### config.mk
export PLATFORM = sky130hd
export DESIGN_NAME = dirlp_directory
export DESIGN_NICKNAME = d
export VERILOG_FILES = /design/src/rtl/dirlp_pkg.sv /design/src/rtl/dirlp_entry_store.sv /design/src/rtl/dirlp_sharer_update.sv /design/src/rtl/dirlp_fanout.sv /design/src/rtl/dirlp_directory.sv
export SDC_FILE = /design/constraint.sdc
export NUM_CORES = 1
export LEC_CHECK = 0
export BUFFER_PORTS_ARGS = -buffer_cell sky130_fd_sc_hd__clkbuf_2
export CAP_MARGIN = 30
export CELL_PAD_IN_SITES_DETAIL_PLACEMENT = 1
export CELL_PAD_IN_SITES_GLOBAL_PLACEMENT = 1
export CORE_MARGIN = 2
export CORE_UTILIZATION = 50
export DETAILED_ROUTE_END_ITERATION = 10
export PLACE_DENSITY_LB_ADDON = 0.1
export SYNTH_ARGS = -nofsm -noshare
export SYNTH_HDL_FRONTEND = slang
export SYNTH_SLANG_ARGS = --single-unit
### constraint.sdc
create_clock -name clk -period 3.9 [get_ports clk]
set_input_delay 0.78 -clock clk [delete_from_list [all_inputs] [get_ports clk]]
set_output_delay 0.78 -clock clk [all_outputs]
set_load 0.005 [all_outputs]
### src/rtl/dirlp_pkg.sv
package dirlp_pkg;

  typedef enum logic {
    ST_IDLE = 1'b0,
    ST_FAN  = 1'b1
  } dir_state_e;

endpackage

### src/rtl/dirlp_entry_store.sv
module dirlp_entry_store #(
  parameter int NUM_NODES = 8,
  parameter int NUM_PTRS  = 2,
  parameter int NUM_LINES = 16
) (
  input  logic                                clk,
  input  logic                                rst_n,
  input  logic [$clog2(NUM_LINES)-1:0]        rd_line,
  output logic [((NUM_PTRS>0)?NUM_PTRS:1)-1:0][$clog2(NUM_NODES)-1:0] rd_ptr,
  output logic [((NUM_PTRS>0)?NUM_PTRS:1)-1:0] rd_vld,
  output logic                                rd_bcast,
  input  logic                                wr_en,
  input  logic [$clog2(NUM_LINES)-1:0]        wr_line,
  input  logic [((NUM_PTRS>0)?NUM_PTRS:1)-1:0][$clog2(NUM_NODES)-1:0] wr_ptr,
  input  logic [((NUM_PTRS>0)?NUM_PTRS:1)-1:0] wr_vld,
  input  logic                                wr_bcast
);

  localparam int NODE_W = $clog2(NUM_NODES);
  localparam int SLOTS  = (NUM_PTRS > 0) ? NUM_PTRS : 1;

  generate
    if (NUM_PTRS > 0) begin : g_slots
      logic [SLOTS-1:0][NODE_W-1:0] ptr_q [NUM_LINES];
      logic [SLOTS-1:0]             vld_q [NUM_LINES];
      logic                         bc_q  [NUM_LINES];

      always_ff @(posedge clk or negedge rst_n) begin
        if (!rst_n) begin
          for (int l = 0; l < NUM_LINES; l++) begin
            ptr_q[l] <= '0;
            vld_q[l] <= '0;
            bc_q[l]  <= 1'b0;
          end
        end else if (wr_en) begin
          ptr_q[wr_line] <= wr_ptr;
          vld_q[wr_line] <= wr_vld;
          bc_q[wr_line]  <= wr_bcast;
        end
      end

      assign rd_ptr   = ptr_q[rd_line];
      assign rd_vld   = vld_q[rd_line];
      assign rd_bcast = bc_q[rd_line];
    end else begin : g_none
      // No storage: every line behaves as permanently overflowed.
      assign rd_ptr   = '0;
      assign rd_vld   = '0;
      assign rd_bcast = 1'b1;
    end
  endgenerate

endmodule

### src/rtl/dirlp_sharer_update.sv
module dirlp_sharer_update #(
  parameter int NUM_NODES = 8,
  parameter int NUM_PTRS  = 2
) (
  input  logic [((NUM_PTRS>0)?NUM_PTRS:1)-1:0][$clog2(NUM_NODES)-1:0] cur_ptr,
  input  logic [((NUM_PTRS>0)?NUM_PTRS:1)-1:0] cur_vld,
  input  logic                                cur_bcast,
  input  logic [$clog2(NUM_NODES)-1:0]        node,
  input  logic                                is_write,
  output logic [((NUM_PTRS>0)?NUM_PTRS:1)-1:0][$clog2(NUM_NODES)-1:0] nxt_ptr,
  output logic [((NUM_PTRS>0)?NUM_PTRS:1)-1:0] nxt_vld,
  output logic                                nxt_bcast,
  output logic [NUM_NODES-1:0]                tgt_mask
);

  localparam int NODE_W = $clog2(NUM_NODES);
  localparam int SLOTS  = (NUM_PTRS > 0) ? NUM_PTRS : 1;
  localparam int SLOT_W = (SLOTS > 1) ? $clog2(SLOTS) : 1;

  logic              hit;
  logic              free_found;
  logic [SLOT_W-1:0] free_idx;

  // Lookup: is the node already recorded, and which slot is free first.
  always_comb begin
    hit        = 1'b0;
    free_found = 1'b0;
    free_idx   = '0;
    for (int s = 0; s < SLOTS; s++) begin
      if (cur_vld[s] && (cur_ptr[s] == node)) hit = 1'b1;
      if (!cur_vld[s] && !free_found) begin
        free_found = 1'b1;
        free_idx   = SLOT_W'(s);
      end
    end
  end

  // Target set: all nodes on overflow, else the recorded ones; never the requester.
  always_comb begin
    tgt_mask = '0;
    if (cur_bcast) begin
      tgt_mask = '1;
    end else begin
      for (int s = 0; s < SLOTS; s++) begin
        if (cur_vld[s]) tgt_mask[cur_ptr[s]] = 1'b1;
      end
    end
    tgt_mask[node] = 1'b0;
  end

  // Next entry contents.
  always_comb begin
    nxt_ptr   = cur_ptr;
    nxt_vld   = cur_vld;
    nxt_bcast = cur_bcast;
    if (is_write) begin
      nxt_ptr    = '0;
      nxt_vld    = '0;
      nxt_ptr[0] = node;
      nxt_vld[0] = 1'b1;
      nxt_bcast  = 1'b0;
    end else if (!cur_bcast && !hit) begin
      if (free_found) begin
        nxt_ptr[free_idx] = node;
        nxt_vld[free_idx] = 1'b1;
      end else begin
        nxt_bcast = 1'b1;
      end
    end
  end

endmodule

### src/rtl/dirlp_fanout.sv
module dirlp_fanout #(
  parameter int NUM_NODES = 8
) (
  input  logic                         clk,
  input  logic                         rst_n,
  input  logic                         load,
  input  logic [NUM_NODES-1:0]         load_mask,
  output logic                         msg_valid,
  input  logic                         msg_ready,
  output logic [$clog2(NUM_NODES)-1:0] msg_node,
  output logic                         empty
);

  localparam int NODE_W = $clog2(NUM_NODES);

  logic [NUM_NODES-1:0] mask_q;
  logic [NUM_NODES-1:0] mask_d;
  logic                 mask_en;
  logic [NUM_NODES-1:0] mask_drained;
  logic [NODE_W-1:0]    pick;
  logic                 pick_found;

  // Lowest pending node goes first.
  always_comb begin
    pick       = '0;
    pick_found = 1'b0;
    for (int n = 0; n < NUM_NODES; n++) begin
      if (mask_q[n] && !pick_found) begin
        pick_found = 1'b1;
        pick       = NODE_W'(n);
      end
    end
  end

  always_comb begin
    mask_drained       = mask_q;
    mask_drained[pick] = 1'b0;
    mask_en            = load | (msg_valid & msg_ready);
    mask_d             = load ? load_mask : mask_drained;
  end

  always_ff @(posedge clk or negedge rst_n) begin
    if (!rst_n) begin
      mask_q <= '0;
    end else if (mask_en) begin
      mask_q <= mask_d;
    end
  end

  assign msg_valid = pick_found;
  assign msg_node  = pick;
  assign empty     = ~pick_found;

endmodule

### src/rtl/dirlp_directory.sv
module dirlp_directory
  import dirlp_pkg::*;
#(
  parameter int NUM_NODES = 8,
  parameter int NUM_PTRS  = 2,
  parameter int NUM_LINES = 16
) (
  input  logic                         clk,
  input  logic                         rst_n,
  input  logic                         req_valid,
  output logic                         req_ready,
  input  logic                         req_write,
  input  logic [$clog2(NUM_LINES)-1:0] req_line,
  input  logic [$clog2(NUM_NODES)-1:0] req_node,
  output logic                         msg_valid,
  input  logic                         msg_ready,
  output logic [$clog2(NUM_NODES)-1:0] msg_node,
  output logic                         fan_done
);

  localparam int NODE_W = $clog2(NUM_NODES);
  localparam int LINE_W = $clog2(NUM_LINES);
  localparam int SLOTS  = (NUM_PTRS > 0) ? NUM_PTRS : 1;

  dir_state_e        state_q, state_d;
  logic [LINE_W-1:0] line_q;
  logic [NODE_W-1:0] node_q;
  logic              cap_en;

  logic              req_fire;
  logic              fan_empty;

  logic [LINE_W-1:0] ent_line;
  logic [NODE_W-1:0] ent_node;
  logic              ent_write;

  logic [SLOTS-1:0][NODE_W-1:0] cur_ptr, nxt_ptr;
  logic [SLOTS-1:0]             cur_vld, nxt_vld;
  logic                         cur_bcast, nxt_bcast;
  logic [NUM_NODES-1:0]         tgt_mask;
  logic                         store_en;

  assign req_ready = (state_q == ST_IDLE);
  assign req_fire  = req_valid & req_ready;
  assign fan_done  = (state_q == ST_FAN) & fan_empty;
  assign cap_en    = req_fire & req_write;

  // While fanning out, the entry being finished is the captured one.
  always_comb begin
    ent_line  = (state_q == ST_FAN) ? line_q : req_line;
    ent_node  = (state_q == ST_FAN) ? node_q : req_node;
    ent_write = (state_q == ST_FAN) ? 1'b1   : req_write;
    store_en  = (req_fire & ~req_write) | fan_done;
  end

  always_comb begin
    state_d = state_q;
    case (state_q)
      ST_IDLE: if (cap_en)    state_d = ST_FAN;
      ST_FAN:  if (fan_empty) state_d = ST_IDLE;
      default:                state_d = ST_IDLE;
    endcase
  end

  always_ff @(posedge clk or negedge rst_n) begin
    if (!rst_n) begin
      state_q <= ST_IDLE;
    end else begin
      state_q <= state_d;
    end
  end

  always_ff @(posedge clk or negedge rst_n) begin
    if (!rst_n) begin
      line_q <= '0;
      node_q <= '0;
    end else if (cap_en) begin
      line_q <= req_line;
      node_q <= req_node;
    end
  end

  dirlp_entry_store #(
    .NUM_NODES(NUM_NODES), .NUM_PTRS(NUM_PTRS), .NUM_LINES(NUM_LINES)
  ) u_store (
    .clk      (clk),
    .rst_n    (rst_n),
    .rd_line  (ent_line),
    .rd_ptr   (cur_ptr),
    .rd_vld   (cur_vld),
    .rd_bcast (cur_bcast),
    .wr_en    (store_en),
    .wr_line  (ent_line),
    .wr_ptr   (nxt_ptr),
    .wr_vld   (nxt_vld),
    .wr_bcast (nxt_bcast)
  );

  dirlp_sharer_update #(
    .NUM_NODES(NUM_NODES), .NUM_PTRS(NUM_PTRS)
  ) u_update (
    .cur_ptr   (cur_ptr),
    .cur_vld   (cur_vld),
    .cur_bcast (cur_bcast),
    .node      (ent_node),
    .is_write  (ent_write),
    .nxt_ptr   (nxt_ptr),
    .nxt_vld   (nxt_vld),
    .nxt_bcast (nxt_bcast),
    .tgt_mask  (tgt_mask)
  );

  dirlp_fanout #(
    .NUM_NODES(NUM_NODES)
  ) u_fan (
    .clk       (clk),
    .rst_n     (rst_n),
    .load      (cap_en),
    .load_mask (tgt_mask),
    .msg_valid (msg_valid),
    .msg_ready (msg_ready),
    .msg_node  (msg_node),
    .empty     (fan_empty)
  );

endmodule

==> results_dict.tcl <==
set metrics [dict create \
    port-buffer-count 17 \
    reg2reg_depth 11 \
    drt_iter0_markers 460 \
    yosysTopAreaCell "dfrtp_1" \
    cp-start-kind "flip-flop" \
    outcome "complete, no violations" \
    yosys.cell_count.top_type "dfrtp_1" \
    period_share 0.957 \
    htree_levels 4 \
    min_period_ns 3.73 \
    ctsHoldBuffers 0 \
    fillers 1726 \
    netlist_area_sq_um 7940 \
    hpwl_um 17200 \
    layout.nets 813 \
    hold_viol 0 \
    cts_tree "done" \
    slowest_stage "or3b_1" \
    multi_input_area_sq_um 3680 \
    endpoint_kind "flip-flop" \
    leakagePower_nw 3.99 \
    die_height_um 130 \
    register_area_sq_um 4000 \
    synth_cell_type_count 73 \
    setup_viol 0 \
    skew_ns 0.0101 \
    drv_cap 0 \
    fin_util 0.583 \
    syn2layout_area_growth_pct 15.4 \
    slowest_delay_ns 0.57 \
    path_buf_inv 2 \
    cts_buffers 17 \
    synth.area.top_cells "dfrtp_1 50%, mux2_2 10%, a21oi_1 6.2%, nor2_1 6.1%, mux4_2 4.8%" \
    power_density_nw_per_um2 934 \
    syn_inst 755 \
    synth_flop_cell "dfrtp_1" \
    chipWidth_um 130 \
    cts_max_path_buffers 2 \
    syn_avg_cell_area_sq_um 10.5 \
    cts_root_buf "clkbuf_16" \
    tightest_slew_ns 0.894 \
    ant_nets 0 \
    wirelength_um 24200 \
    first_pass_iters 5 \
    required_ns 4.18 \
    timing.rr.start "state_q" \
    clock-sinks 160 \
    slew_violations 0 \
    crit_top_cell "buf_4" \
    critPathKind "flip-flop to flip-flop" \
    rsz0062_at_grt "false" \
    grt_usage 0.307 \
    grt_antenna_before_repair 0 \
    synth-async-reset-ratio 1.00 \
    drive_gt1_frac 0.269 \
    dieArea_sq_um 16900 \
    synthTopCellsByCount "160 x dfrtp_1, 130 x nor2_1, 99 x a21oi_1" \
    core-area_sq_um 15700 \
    initial_core_util 0.505 \
    via_per_inst 6.15 \
    arrival_ns 4.02 \
    total_power_mw 8.56 \
    grt_pass1_wl_um 38100 \
    worstReg2RegEnd "u_store.g_slots.ptr_q[95]" \
    ys_ff_latch 160 \
    synth-edff-count 0 \
    fmax_mhz 268 \
    gr-total-overflow 0 \
    grt_max_degree 94 \
    grt_pass1_vias 6757 \
    yosysWarnings 0 \
    rrSetupSlack_ns 0.17 \
    ys_seq_area_frac 0.504 \
    peakVddDrop_mv 0.450 \
    clk_latency_ns 0.45 \
    max_slew_margin 0.403 \
    cp_max_fo 12 \
    rows 46 \
    holdCritPathClass "input pin to async pin" \
    syn_nets 767 \
    synth_top_area_share 0.504 \
    antenna_cells 0 \
    drc_errors 0 \
    gp_congestion 0.885 \
    vias 6338 \
    clkTransAtPathRegs_ns 0.07 \
    cp_cell_sequence "or3b_1 -> buf_4 -> nand2_1 -> a22oi_1 -> a31oi_1 -> and4b_1 -> or3_1 -> a21oi_2 -> mux2i_2 -> buf_4 -> a21oi_1" \
    ios 18 \
    wl_per_cell_um 23.5 \
    critical-path-top-delay-family "simple AND/OR/NAND/NOR gates" \
]
## worst register-to-register path, cell delays in order (launching register included)
cell	delay, ns
dfrtp_1	0.51
or3b_1	0.58
buf_4	0.23
nand2_1	0.09
a22oi_1	0.11
a31oi_1	0.41
and4b_1	0.31
or3_1	0.37
a21oi_2	0.24
mux2i_2	0.38
buf_4	0.27
a21oi_1	0.09
## power by group
group | switching (mW) | internal (mW)
clock network | 0.756 | 0.915
logic | 2.27 | 1.69
registers | 0.503 | 2.42
total | 3.53 | 5.02
## layout by cell type, fill, tap and decap left out, types with 4 or more instances in the layout
cell	count
clkbuf_2	16
o41ai_1	5
buf_4	61
o22ai_1	16
clkbuf_16	17
mux4_2	17
dfrtp_1	160
a21oi_1	99
inv_1	8
a21boi_0	7
nand2b_1	7
nor3_1	6
nand2_1	34
nand3_1	6
a22oi_1	6
o21ai_0	29
nor2_1	130
mux2i_1	6
mux2_2	73
a41o_1	4
## final cells by class
class,count,share of cell area
inverters,8,0.00328
clock inverters,14,0.0163
repair buffers,80,0.0643
well taps,216,0.0295
clock buffers,18,0.0479
multi-input cells,534,0.402
flip-flops and latches,160,0.437
## metrics by stage
step / area, sq um / hold WS (ns) / instances / worst slack [ns] / setup TNS [ns]
6_report: 9160 / 0.328 / 1030 / 0.167 / 0
5_1_grt: 9160 / 0.375 / 1030 / 0.0140 / 0
4_1_cts: 9150 / 0.364 / 1030 / 0.120 / 0
3_5_place_dp: 8560 / 0.493 / 998 / -0.137 / -2.97
3_3_place_gp: 8560 / 0.482 / 998 / -0.0659 / -0.353
2_1_floorplan: 7940 / 0.474 / 755 / 0.0957 / 0
## sequential cells by signal, indices dropped and copies added, names as in the netlist
| signal | cells |
|---|---|
| u_store.g_slots.ptr_q | 96 |
| u_store.g_slots.vld_q | 32 |
| u_store.g_slots.bc_q | 16 |
| u_fan.mask_q | 8 |
| line_q | 4 |
| node_q | 3 |
| state_q | 1 |
## cell families after synthesis
family,Yosys count,share of synthesized area
AO/OA/AOI/OAI,210,0.164
XOR/XNOR,6,0.00899
buffers and inverters,61,0.0336
flip-flops,160,0.504
multiplexers,100,0.166
AND/OR/NAND/NOR,218,0.124
## metal layers
metal  vias to the layer above  part of all wire  wire, um  track usage
met3                        52             0.051      1250       0.0619
met5                         -                 0         0            0
li1                       2823                 -         -            -
met2                       193              0.48     11700        0.496
met1                      3270              0.43     10400        0.402
met4                         0             0.036       881        0.135
## how the worst max path moves through the flow
stage,endpoint,from,cells past startpoint,slack (ns)
finish,u_store.g_slots.ptr_q[95],state_q,11,0.17
global route,u_store.g_slots.ptr_q[95],state_q,12,0.01
CTS,u_store.g_slots.ptr_q[95],state_q,10,0.12
global placement,u_store.g_slots.ptr_q[95],req_line[1],12,-0.07
detailed placement,u_store.g_slots.ptr_q[95],req_line[1],12,-0.14
floorplan,u_store.g_slots.ptr_q[3],req_line[0],12,0.1
## repair_timing
action	in CTS	in global routing
buffers inserted	0	0
resized for setup	0	4
endpoints found under the setup margin	0	40
No activity file was read; power rests on OpenSTA's default activity.
